File: src/rtl/cap_pkg.sv
package cap_pkg;

   typedef enum logic {
      SEL_FIRST  = 1'b0,
      SEL_SECOND = 1'b1
   } byte_sel_e;

   function automatic logic [31:0] low_mask(input int bits);
      return (32'd1 << bits) - 32'd1;
   endfunction

endpackage

File: src/rtl/cap_phase.sv
module cap_phase #(
   parameter int BYTE_CYCLES = 4,
   parameter int SAMPLE_PH   = 1
) (
   input  logic clk,
   input  logic rst_n,
   input  logic href,
   output logic strobe
);
   localparam int PH_W = (BYTE_CYCLES > 1) ? $clog2(BYTE_CYCLES) : 1;

   generate
      if (BYTE_CYCLES == 1) begin : g_every
         assign strobe = href;
      end else begin : g_count
         localparam logic [PH_W-1:0] PH_LAST   = PH_W'(BYTE_CYCLES - 1);
         localparam logic [PH_W-1:0] PH_SAMPLE = PH_W'(SAMPLE_PH);
         logic [PH_W-1:0] ph;

         always_ff @(posedge clk or negedge rst_n) begin
            if (!rst_n) begin
               ph <= '0;
            end else if (!href) begin
               ph <= '0;
            end else if (ph == PH_LAST) begin
               ph <= '0;
            end else begin
               ph <= ph + 1'b1;
            end
         end

         assign strobe = href && (ph == PH_SAMPLE);
      end
   endgenerate
endmodule

File: src/rtl/cap_pair.sv
module cap_pair
   import cap_pkg::*;
#(
   parameter int BYTE_W     = 8,
   parameter int PIX_BITS   = 12,
   parameter bit HIGH_FIRST = 1'b1,
   localparam int WORD_W    = 2 * BYTE_W
) (
   input  logic              clk,
   input  logic              rst_n,
   input  logic              href,
   input  logic              strobe,
   input  logic              frame_start,
   input  logic [BYTE_W-1:0] byte_in,
   output logic              word_valid,
   output logic [WORD_W-1:0] word
);
   localparam logic [WORD_W-1:0] MASK = WORD_W'(low_mask(PIX_BITS));

   byte_sel_e         sel;
   logic [BYTE_W-1:0] first_q;
   logic [WORD_W-1:0] raw;

   always_ff @(posedge clk or negedge rst_n) begin
      if (!rst_n) begin
         sel     <= SEL_FIRST;
         first_q <= '0;
      end else if (frame_start || !href) begin
         sel <= SEL_FIRST;
      end else if (strobe) begin
         if (sel == SEL_FIRST) begin
            first_q <= byte_in;
            sel     <= SEL_SECOND;
         end else begin
            sel <= SEL_FIRST;
         end
      end
   end

   generate
      if (HIGH_FIRST) begin : g_hi_first
         assign raw = {first_q, byte_in};
      end else begin : g_lo_first
         assign raw = {byte_in, first_q};
      end
   endgenerate

   assign word_valid = strobe && href && !frame_start && (sel == SEL_SECOND);
   assign word       = raw & MASK;
endmodule

File: src/rtl/cap_addr.sv
module cap_addr #(
   parameter int DEPTH  = 4800,
   parameter int WORD_W = 16,
   localparam int ADDR_W = (DEPTH > 1) ? $clog2(DEPTH) : 1,
   localparam int CNT_W  = $clog2(DEPTH + 1)
) (
   input  logic              clk,
   input  logic              rst_n,
   input  logic              frame_start,
   input  logic              word_valid,
   input  logic [WORD_W-1:0] word,
   input  logic              freeze,
   input  logic              surv,
   output logic              wr_en,
   output logic [ADDR_W-1:0] wr_addr,
   output logic [WORD_W-1:0] wr_data
);
   localparam logic [CNT_W-1:0] LIM_FULL = CNT_W'(DEPTH);
   localparam logic [CNT_W-1:0] LIM_HALF = CNT_W'(DEPTH / 2);

   logic [CNT_W-1:0] cnt;
   logic [CNT_W-1:0] limit;
   logic             in_range;

   assign limit    = surv ? LIM_HALF : LIM_FULL;
   assign in_range = cnt < limit;

   always_ff @(posedge clk or negedge rst_n) begin
      if (!rst_n) begin
         cnt     <= '0;
         wr_en   <= 1'b0;
         wr_addr <= '0;
         wr_data <= '0;
      end else if (frame_start) begin
         cnt   <= '0;
         wr_en <= 1'b0;
      end else if (word_valid) begin
         wr_en <= in_range && !freeze;
         if (in_range) begin
            cnt <= cnt + 1'b1;
            if (!freeze) begin
               wr_addr <= cnt[ADDR_W-1:0];
               wr_data <= word;
            end
         end
      end else begin
         wr_en <= 1'b0;
      end
   end
endmodule

File: src/rtl/cam_capture_fb.sv
module cam_capture_fb #(
   parameter int FRAME_W     = 80,
   parameter int FRAME_H     = 60,
   parameter int BYTE_W      = 8,
   parameter int PIX_BITS    = 12,
   parameter int BYTE_CYCLES = 4,
   parameter int SAMPLE_PH   = 1,
   parameter bit HIGH_FIRST  = 1'b1,
   localparam int DEPTH  = FRAME_W * FRAME_H,
   localparam int ADDR_W = (DEPTH > 1) ? $clog2(DEPTH) : 1,
   localparam int WORD_W = 2 * BYTE_W
) (
   input  logic              clk,
   input  logic              rst_n,
   input  logic [BYTE_W-1:0] cam_byte,
   input  logic              cam_vsync,
   input  logic              cam_href,
   input  logic              freeze,
   input  logic              surv_en,
   output logic              wr_en,
   output logic [ADDR_W-1:0] wr_addr,
   output logic [WORD_W-1:0] wr_data
);
   generate
      if (FRAME_W < 1 || FRAME_H < 2) begin : g_bad_geom
         $error("cam_capture_fb: frame must be at least 1 x 2");
      end
      if ((FRAME_H % 2) != 0) begin : g_bad_half
         $error("cam_capture_fb: FRAME_H must be even for the half-buffer mode");
      end
      if (BYTE_CYCLES < 1) begin : g_bad_slot
         $error("cam_capture_fb: BYTE_CYCLES must be at least 1");
      end
      if (SAMPLE_PH < 0 || SAMPLE_PH >= BYTE_CYCLES) begin : g_bad_phase
         $error("cam_capture_fb: SAMPLE_PH must lie inside the byte slot");
      end
      if (PIX_BITS < 1 || PIX_BITS > WORD_W) begin : g_bad_pix
         $error("cam_capture_fb: PIX_BITS must fit the word");
      end
   endgenerate

   logic              vs_q;
   logic              frame_start;
   logic              strobe;
   logic              word_valid;
   logic [WORD_W-1:0] word;

   always_ff @(posedge clk or negedge rst_n) begin
      if (!rst_n) begin
         vs_q <= 1'b0;
      end else begin
         vs_q <= cam_vsync;
      end
   end

   assign frame_start = cam_vsync && !vs_q;

   cap_phase #(
      .BYTE_CYCLES(BYTE_CYCLES),
      .SAMPLE_PH  (SAMPLE_PH)
   ) u_phase (
      .clk   (clk),
      .rst_n (rst_n),
      .href  (cam_href),
      .strobe(strobe)
   );

   cap_pair #(
      .BYTE_W    (BYTE_W),
      .PIX_BITS  (PIX_BITS),
      .HIGH_FIRST(HIGH_FIRST)
   ) u_pair (
      .clk        (clk),
      .rst_n      (rst_n),
      .href       (cam_href),
      .strobe     (strobe),
      .frame_start(frame_start),
      .byte_in    (cam_byte),
      .word_valid (word_valid),
      .word       (word)
   );

   cap_addr #(
      .DEPTH (DEPTH),
      .WORD_W(WORD_W)
   ) u_addr (
      .clk        (clk),
      .rst_n      (rst_n),
      .frame_start(frame_start),
      .word_valid (word_valid),
      .word       (word),
      .freeze     (freeze),
      .surv       (surv_en),
      .wr_en      (wr_en),
      .wr_addr    (wr_addr),
      .wr_data    (wr_data)
   );
endmodule

File: config.mk
export PLATFORM = sky130hd
export DESIGN_NAME = cam_capture_fb
export DESIGN_NICKNAME = d
export VERILOG_FILES = /design/src/rtl/cap_pkg.sv /design/src/rtl/cap_phase.sv /design/src/rtl/cap_pair.sv /design/src/rtl/cap_addr.sv /design/src/rtl/cam_capture_fb.sv
export SDC_FILE = /design/constraint.sdc
export NUM_CORES = 1
export LEC_CHECK = 0
export ABC_AREA = 0
export BUFFER_PORTS_ARGS = -buffer_cell sky130_fd_sc_hd__clkbuf_2
export CORE_AREA = 4 4 70 85
export CTS_CLUSTER_SIZE = 8
export DETAILED_ROUTE_END_ITERATION = 10
export DIE_AREA = 0 0 74 89
export GPL_TIMING_DRIVEN = 0
export PLACE_DENSITY = 0.7
export SYNTH_ARGS = -nofsm -noshare
export SYNTH_HDL_FRONTEND = slang
export SYNTH_SLANG_ARGS = --single-unit
File: constraint.sdc
create_clock -name clk -period 2 [get_ports clk]
set_input_delay 0.4 -clock clk [delete_from_list [all_inputs] [get_ports clk]]
set_output_delay 0.4 -clock clk [all_outputs]
set_load 0.005 [all_outputs]
==> results_dict.tcl, run 1 <==
set metrics [dict create \
    dieWidth_um 74 \
    final_layout_size_suffix_gt1_frac 0.5622 \
    unrepaired_setup_endpoints_after_global_routing "yes" \
    gr-total-overflow 0 \
    yosys.cell_types.count 36 \
    post_layout_net_count 255 \
    io_buffers 39 \
    crit_arrival_ns 2.49 \
    grt_util_all_layers 0.1469 \
    setup_ws_ns -0.2705 \
    final.period_utilization 1.135 \
    dp_hpwl_um 2987 \
    worst_pin_slew_ns 1.168 \
    cts_tree "yes" \
    initial_utilization 0.4345 \
    critPathRequiredTime_ns 2.22 \
    setup_total_negative_slack_ns -8.051 \
    vdd_ir_drop_max_mv 0.6022 \
    synthTopCellsByCount "sky130_fd_sc_hd__dfrtp_1 (47), sky130_fd_sc_hd__mux2_4 (19), sky130_fd_sc_hd__nand2_1 (12)" \
    timing.critical_path.from_type "register" \
    cap_violations 0 \
    slew-limit-headroom 0.2211 \
    synth.most_common_cell "sky130_fd_sc_hd__dfrtp_1" \
    average_via_count_per_standard_cell 5.183 \
    synth_cells 169 \
    final.setup_skew_ns 0.004035 \
    drt_drc_violations_left 0 \
    finalWeightedCongestion 0.7512 \
    timing.hold.worst.class "input port to register" \
    groute.layer.met1.usage 0.1877 \
    path_class "register to register" \
    synth.largest_area_cell "sky130_fd_sc_hd__dfrtp_1" \
    design.portCount 44 \
    detailed_route_via_count 1529 \
    dp_cells 273 \
    pre_cts_slack_ns -0.5844 \
    synth_edf_count 0 \
    clock-root-buffer "sky130_fd_sc_hd__clkbuf_8" \
    status "finished with violations" \
    syn_to_final_growth_pct 31.74 \
    synth.ff_latch_count 47 \
    post_synth_instance_area_um2 2255 \
    ys_async_sr_fraction 1.000 \
    grt_antenna_before_repair 0 \
    fin_util 0.5725 \
    final_period_minus_worst_setup_slack_ns 2.271 \
    sum_of_internal_switching_and_leakage_power_uw 2030 \
    globalRouteMet3Util 0.03825 \
    antenna_cells 0 \
    design.core.area_um2 5189 \
    pwr_density_cell_nw_per_um2 683.5 \
    final_antenna_net_count 0 \
    post_layout_nonfiller_instances 295 \
    final_setup_fails 39 \
    synth-seq-area-share 0.5216 \
    synth.yosys.warnings 0 \
    drt-wirelength-per-cell_um 15.93 \
    use_met2 0.2363 \
    numClockSinks 47 \
    std_cell_rows 29 \
    detailedRoute.firstPassIterationCount 4 \
    grt_busiest_layer "met2" \
    cts-buffers-inserted 5 \
    worst_setup_hold_path_clk_slew_ns 0.08 \
    chipHeight_um 89 \
    postSynth.topFlopCell "sky130_fd_sc_hd__dfrtp_1" \
    worst_setup_path_end_kind "register" \
    htreeDepth 2 \
    ctsLongestPathBuffers 2 \
    static-leakage-power_uw 0.001577 \
    worstPathMaxFanout 5 \
    failed_checks "setup timing" \
    fmax_mhz 440.4 \
    synth.avg_cell_area_um2 13.34 \
    first_pass_grt_wire_length_um 7307 \
    ys_top_cells_by_area "sky130_fd_sc_hd__dfrtp_1 (52%), sky130_fd_sc_hd__mux2_4 (13%), sky130_fd_sc_hd__mux2_2 (5.5%), sky130_fd_sc_hd__ha_1 (4.4%), sky130_fd_sc_hd__nand2_1 (2.0%)" \
    grt_max_degree 48 \
    slew_viol_final 0 \
    synthDominantCellAreaShare 0.5216 \
    clock_latency_ns 0.29 \
    drt_wl_total_um 4699 \
    die_area_um2 6586 \
    first_iter_violations 87 \
    grt_pass1_vias 1480 \
    timing_hold_violations_final 0 \
]
## metal layers
layer  up-vias  routed length [um]  share of wire
met2        35                2483           0.53
met5         -                   0              0
li1        732                   -              -
met4         0                  93          0.020
met3         7                 177          0.038
met1       755                1945           0.41
## metrics by stage
step | hold slack, ns | area, um^2
5_1_grt | 0.2560 | 2970
2_1_floorplan | 0.1044 | 2287
6_report | 0.2484 | 2970
3_5_place_dp | 0.4731 | 2560
4_1_cts | 0.2389 | 2875
3_3_place_gp | 0.4528 | 2560
## placed cells by master (no fill, tap or decap), types with 3 or more instances in the layout
cell,n
sky130_fd_sc_hd__dfrtp_1,47
sky130_fd_sc_hd__clkbuf_2,39
sky130_fd_sc_hd__mux2_4,20
sky130_fd_sc_hd__nand2_1,10
sky130_fd_sc_hd__mux2_2,10
sky130_fd_sc_hd__buf_4,9
sky130_fd_sc_hd__buf_6,8
sky130_fd_sc_hd__ha_1,7
sky130_fd_sc_hd__nand3_1,6
sky130_fd_sc_hd__clkbuf_8,5
sky130_fd_sc_hd__and3_1,4
sky130_fd_sc_hd__a21oi_2,4
sky130_fd_sc_hd__conb_1,4
sky130_fd_sc_hd__buf_12,3
sky130_fd_sc_hd__or4_4,3
sky130_fd_sc_hd__a211o_1,3
## what timing repair did
| item | CTS | global route |
|---|---|---|
| setup endpoints to repair | 37 | 39 |
| buffers inserted | 11 | 4 |
| hold buffers | 0 | 0 |
| gates resized for setup | 25 | 17 |
| pin swaps | 18 | 9 |
| cloned | 1 | 0 |
## worst max-delay path: stages, from the launching register on
cell and delay (ns):
sky130_fd_sc_hd__dfrtp_1 0.38, sky130_fd_sc_hd__inv_1 0.06, sky130_fd_sc_hd__ha_2 0.18, sky130_fd_sc_hd__nand2_2 0.06, sky130_fd_sc_hd__or4b_4 0.51, sky130_fd_sc_hd__a211o_4 0.32
sky130_fd_sc_hd__or4_4 0.49, sky130_fd_sc_hd__a21oi_2 0.18
## sequential cells by signal, summed over array words and instances, names as in the netlist
signal	count
u_addr.wr_en	1
u_pair.sel	1
u_pair.first_q	4
u_addr.wr_data	12
u_phase.g_count.ph	2
u_addr.wr_addr	13
u_addr.cnt	13
vs_q	1
## power by group
part | switching, uW | leakage, uW | total (uW) | internal [uW]
Combinational | 106 | 0.000888 | 275 | 169
Sequential | 52.4 | 0.000638 | 1100 | 1040
Clock | 294 | 0.0000513 | 660 | 366
## final timing paths
path / slack (ns) / from / to / depth (start not counted)
max: -0.27 / u_phase.g_count.ph[1] / u_addr.cnt[9] / 7
min: 0.25 / cam_vsync / vs_q / 1
max reg2reg: -0.27 / u_phase.g_count.ph[1] / u_addr.cnt[9] / 7
min reg2reg: 0.48 / u_phase.g_count.ph[0] / u_phase.g_count.ph[0] / 1
max in group asynchronous: 0.96 / rst_n / u_addr.cnt[9] / 1
min in group asynchronous: 0.33 / rst_n / u_addr.wr_data[7] / 1
## area by class of cell
cell class | count | area, um^2
Timing Repair Buffer | 54 | 370.4
Sequential cell | 47 | 1176
Clock inverter | 1 | 30.03
Inverter | 3 | 11.26
Clock buffer | 6 | 72.57
Multi-Input combinational cell | 114 | 1132
Fill cell | 422 | 2218
Tap cell | 62 | 77.57
Buffer | 8 | 100.1
## cell families (layout without fill, tap and decap cells)
kind of cell,after synthesis,in the layout,synth area share
AOI/OAI and AO/OA,21,21,0.06936
muxes,32,32,0.1903
xor gates and xnor gates,1,1,0.003885
adders and majority gates,8,8,0.04440
DFF,47,47,0.5216
other,1,4,0.001663
buffers and inverters,11,72,0.04273
and+or+nand+nor,48,48,0.1260
(Power assumes the default switching activity.)
==> run 2, diff against run 1 <==
--- a/config.mk
+++ b/config.mk
@@ -7,12 +7,12 @@
 export LEC_CHECK = 0
 export ABC_AREA = 0
 export BUFFER_PORTS_ARGS = -buffer_cell sky130_fd_sc_hd__clkbuf_2
-export CORE_AREA = 4 4 70 85
+export CORE_AREA = 4 4 102 66
 export CTS_CLUSTER_SIZE = 8
 export DETAILED_ROUTE_END_ITERATION = 10
-export DIE_AREA = 0 0 74 89
+export DIE_AREA = 0 0 106 70
 export GPL_TIMING_DRIVEN = 0
-export PLACE_DENSITY = 0.7
+export PLACE_DENSITY = 0.64
 export SYNTH_ARGS = -nofsm -noshare
 export SYNTH_HDL_FRONTEND = slang
 export SYNTH_SLANG_ARGS = --single-unit
==> results_dict.tcl, run 2 (same netlist as run 1, synthesis figures left out) <==
set metrics [dict create \
    htreeDepth 2 \
    drt-wirelength-per-cell_um 14.74 \
    sum_of_internal_switching_and_leakage_power_uw 1952 \
    hold_buffers 0 \
    antenna_cells 0 \
    final_period_minus_worst_setup_slack_ns 2.249 \
    timing_hold_violations_final 0 \
    cts_tree "yes" \
    crit_slowest_cell "sky130_fd_sc_hd__or4b_4" \
    grt_util_all_layers 0.1251 \
    critPathLaunch "u_phase.g_count.ph[1]" \
    std_cell_rows 22 \
    grt_pass1_vias 1403 \
    cap_violations 0 \
    crit_arrival_ns 2.48 \
    chipHeight_um 70 \
    worst_setup_path_end_kind "register" \
    mostFrequentLayoutCells "sky130_fd_sc_hd__dfrtp_1 (47), sky130_fd_sc_hd__clkbuf_2 (39), sky130_fd_sc_hd__mux2_4 (19)" \
    syn_to_final_growth_pct 27.69 \
    dieWidth_um 106 \
    critPathRequiredTime_ns 2.23 \
    average_via_count_per_standard_cell 4.846 \
    die_area_um2 7420 \
    dp_hpwl_um 3148 \
    post_layout_nonfiller_instances 312 \
    dp_cells 295 \
    path_class "register to register" \
    final.period_utilization 1.124 \
    worstHoldStart "cam_vsync" \
    grt_antenna_before_repair 0 \
    slew_viol_final 0 \
    numClockSinks 47 \
    final.setup_skew_ns 0.007828 \
    status "finished with violations" \
    vdd_ir_drop_max_mv 0.3663 \
    static-leakage-power_uw 0.001541 \
    worst_pin_slew_ns 1.187 \
    post_layout_net_count 249 \
    final_antenna_net_count 0 \
    final_layout_size_suffix_gt1_frac 0.5175 \
    timing.hold.worst.class "input port to register" \
    pwr_density_cell_nw_per_um2 678.1 \
    first_pass_grt_wire_length_um 7341 \
    setup_ws_ns -0.2489 \
    worstPathMaxFanout 5 \
    design.portCount 44 \
    first_iter_violations 71 \
    timing.critical_path.from_type "register" \
    layout_commonest_cell "sky130_fd_sc_hd__dfrtp_1" \
    grt_max_degree 48 \
    drt_drc_violations_left 0 \
    worstPathCellList "inv_1 > ha_2 > nand2_2 > or4b_4 > a211o_4 > or4_4 > a21oi_2" \
    fin_util 0.4934 \
    detailedRoute.firstPassIterationCount 4 \
    cts-buffers-inserted 5 \
    cp_peak_stage_delay_ns 0.52 \
    fmax_mhz 444.7 \
    drt_wl_total_um 4600 \
    design.core.area_um2 5836 \
    detailed_route_via_count 1512 \
    gr-total-overflow 0 \
    r2r-start "u_phase.g_count.ph[1]" \
    initial_utilization 0.3864 \
    finalWeightedCongestion 0.7792 \
    final_setup_fails 36 \
    clock-root-buffer "sky130_fd_sc_hd__clkbuf_8" \
    slew-limit-headroom 0.2086 \
    final.fill_count 566 \
    setup_total_negative_slack_ns -6.144 \
    worst_setup_hold_path_clk_slew_ns 0.08 \
    unrepaired_setup_endpoints_after_global_routing "yes" \
    failed_checks "setup timing" \
    ctsLongestPathBuffers 2 \
    clock_latency_ns 0.30 \
    io_buffers 39 \
    layout_top_registers "u_addr.cnt x13, u_addr.wr_addr x13, u_addr.wr_data x12" \
]
run 2: power breakdown:
| group | leakage (uW) | internal (uW) | total [uW] | switching, uW |
|---|---|---|---|---|
| Combinational | 0.000854 | 160 | 263 | 102 |
| Clock | 0.0000484 | 283 | 593 | 309 |
| Sequential | 0.000638 | 1040 | 1100 | 53.8 |
| Total | 0.00154 | 1490 | 1950 | 466 |
run 2: per-layer routing:
layer | vias to the layer above | wire (um) | GRT usage
met1 | 753 | 2369 | 0.1868
met4 | 0 | 21 | 0.03017
met3 | 2 | 228 | 0.04063
met5 | - | 0 | 0
met2 | 33 | 1981 | 0.1737
li1 | 724 | - | -
run 2: path summary, 6_finish.rpt:
kind	to	slack, ns	cells after the start
max in group asynchronous	u_addr.cnt[11]	0.94	1
setup reg to reg	u_addr.cnt[12]	-0.25	7
min in group asynchronous	u_addr.wr_data[5]	0.33	1
hold / removal	vs_q	0.24	1
hold reg to reg	u_phase.g_count.ph[0]	0.48	1
setup / recovery	u_addr.cnt[12]	-0.25	7
run 2: stage by stage:
step,setup WS [ns],hold WS (ns),cell area [um^2]
floorplan,-0.2072,0.1044,2287
detailed placement,-0.5649,0.4662,2587
global placement,-0.5482,0.4559,2587
global route,-0.3117,0.2332,2879
finish,-0.2489,0.2428,2879
CTS,-0.2509,0.2364,2826
run 2: critical path, delay by kind of cell (launching register included):
kind	cells	cell delay [ns]
buf+inv	1	0.06
simple gates	3	1.10
compound gates	2	0.46
flops	1	0.38
fa+ha+maj	1	0.18
run 2: what timing repair did:
| action | in CTS | in global routing |
|---|---|---|
| pin swaps | 7 | 3 |
| buffers inserted | 7 | 0 |
| gates resized for setup | 13 | 10 |
| endpoints found under the setup margin | 37 | 39 |
| gates cloned | 2 | 0 |
run 2: area by class of cell:
class / count / area, um^2 / area share
Buffer: 8 / 103.9 / 0.03607
Clock buffer: 7 / 86.33 / 0.02999
Inverter: 3 / 11.26 / 0.003911
Sequential cell: 47 / 1176 / 0.4085
Clock inverter: 1 / 8.758 / 0.003042
Timing Repair Buffer: 48 / 310.3 / 0.1078
Tap cell: 84 / 105.1 / 0.03651
Multi-Input combinational cell: 114 / 1077 / 0.3742
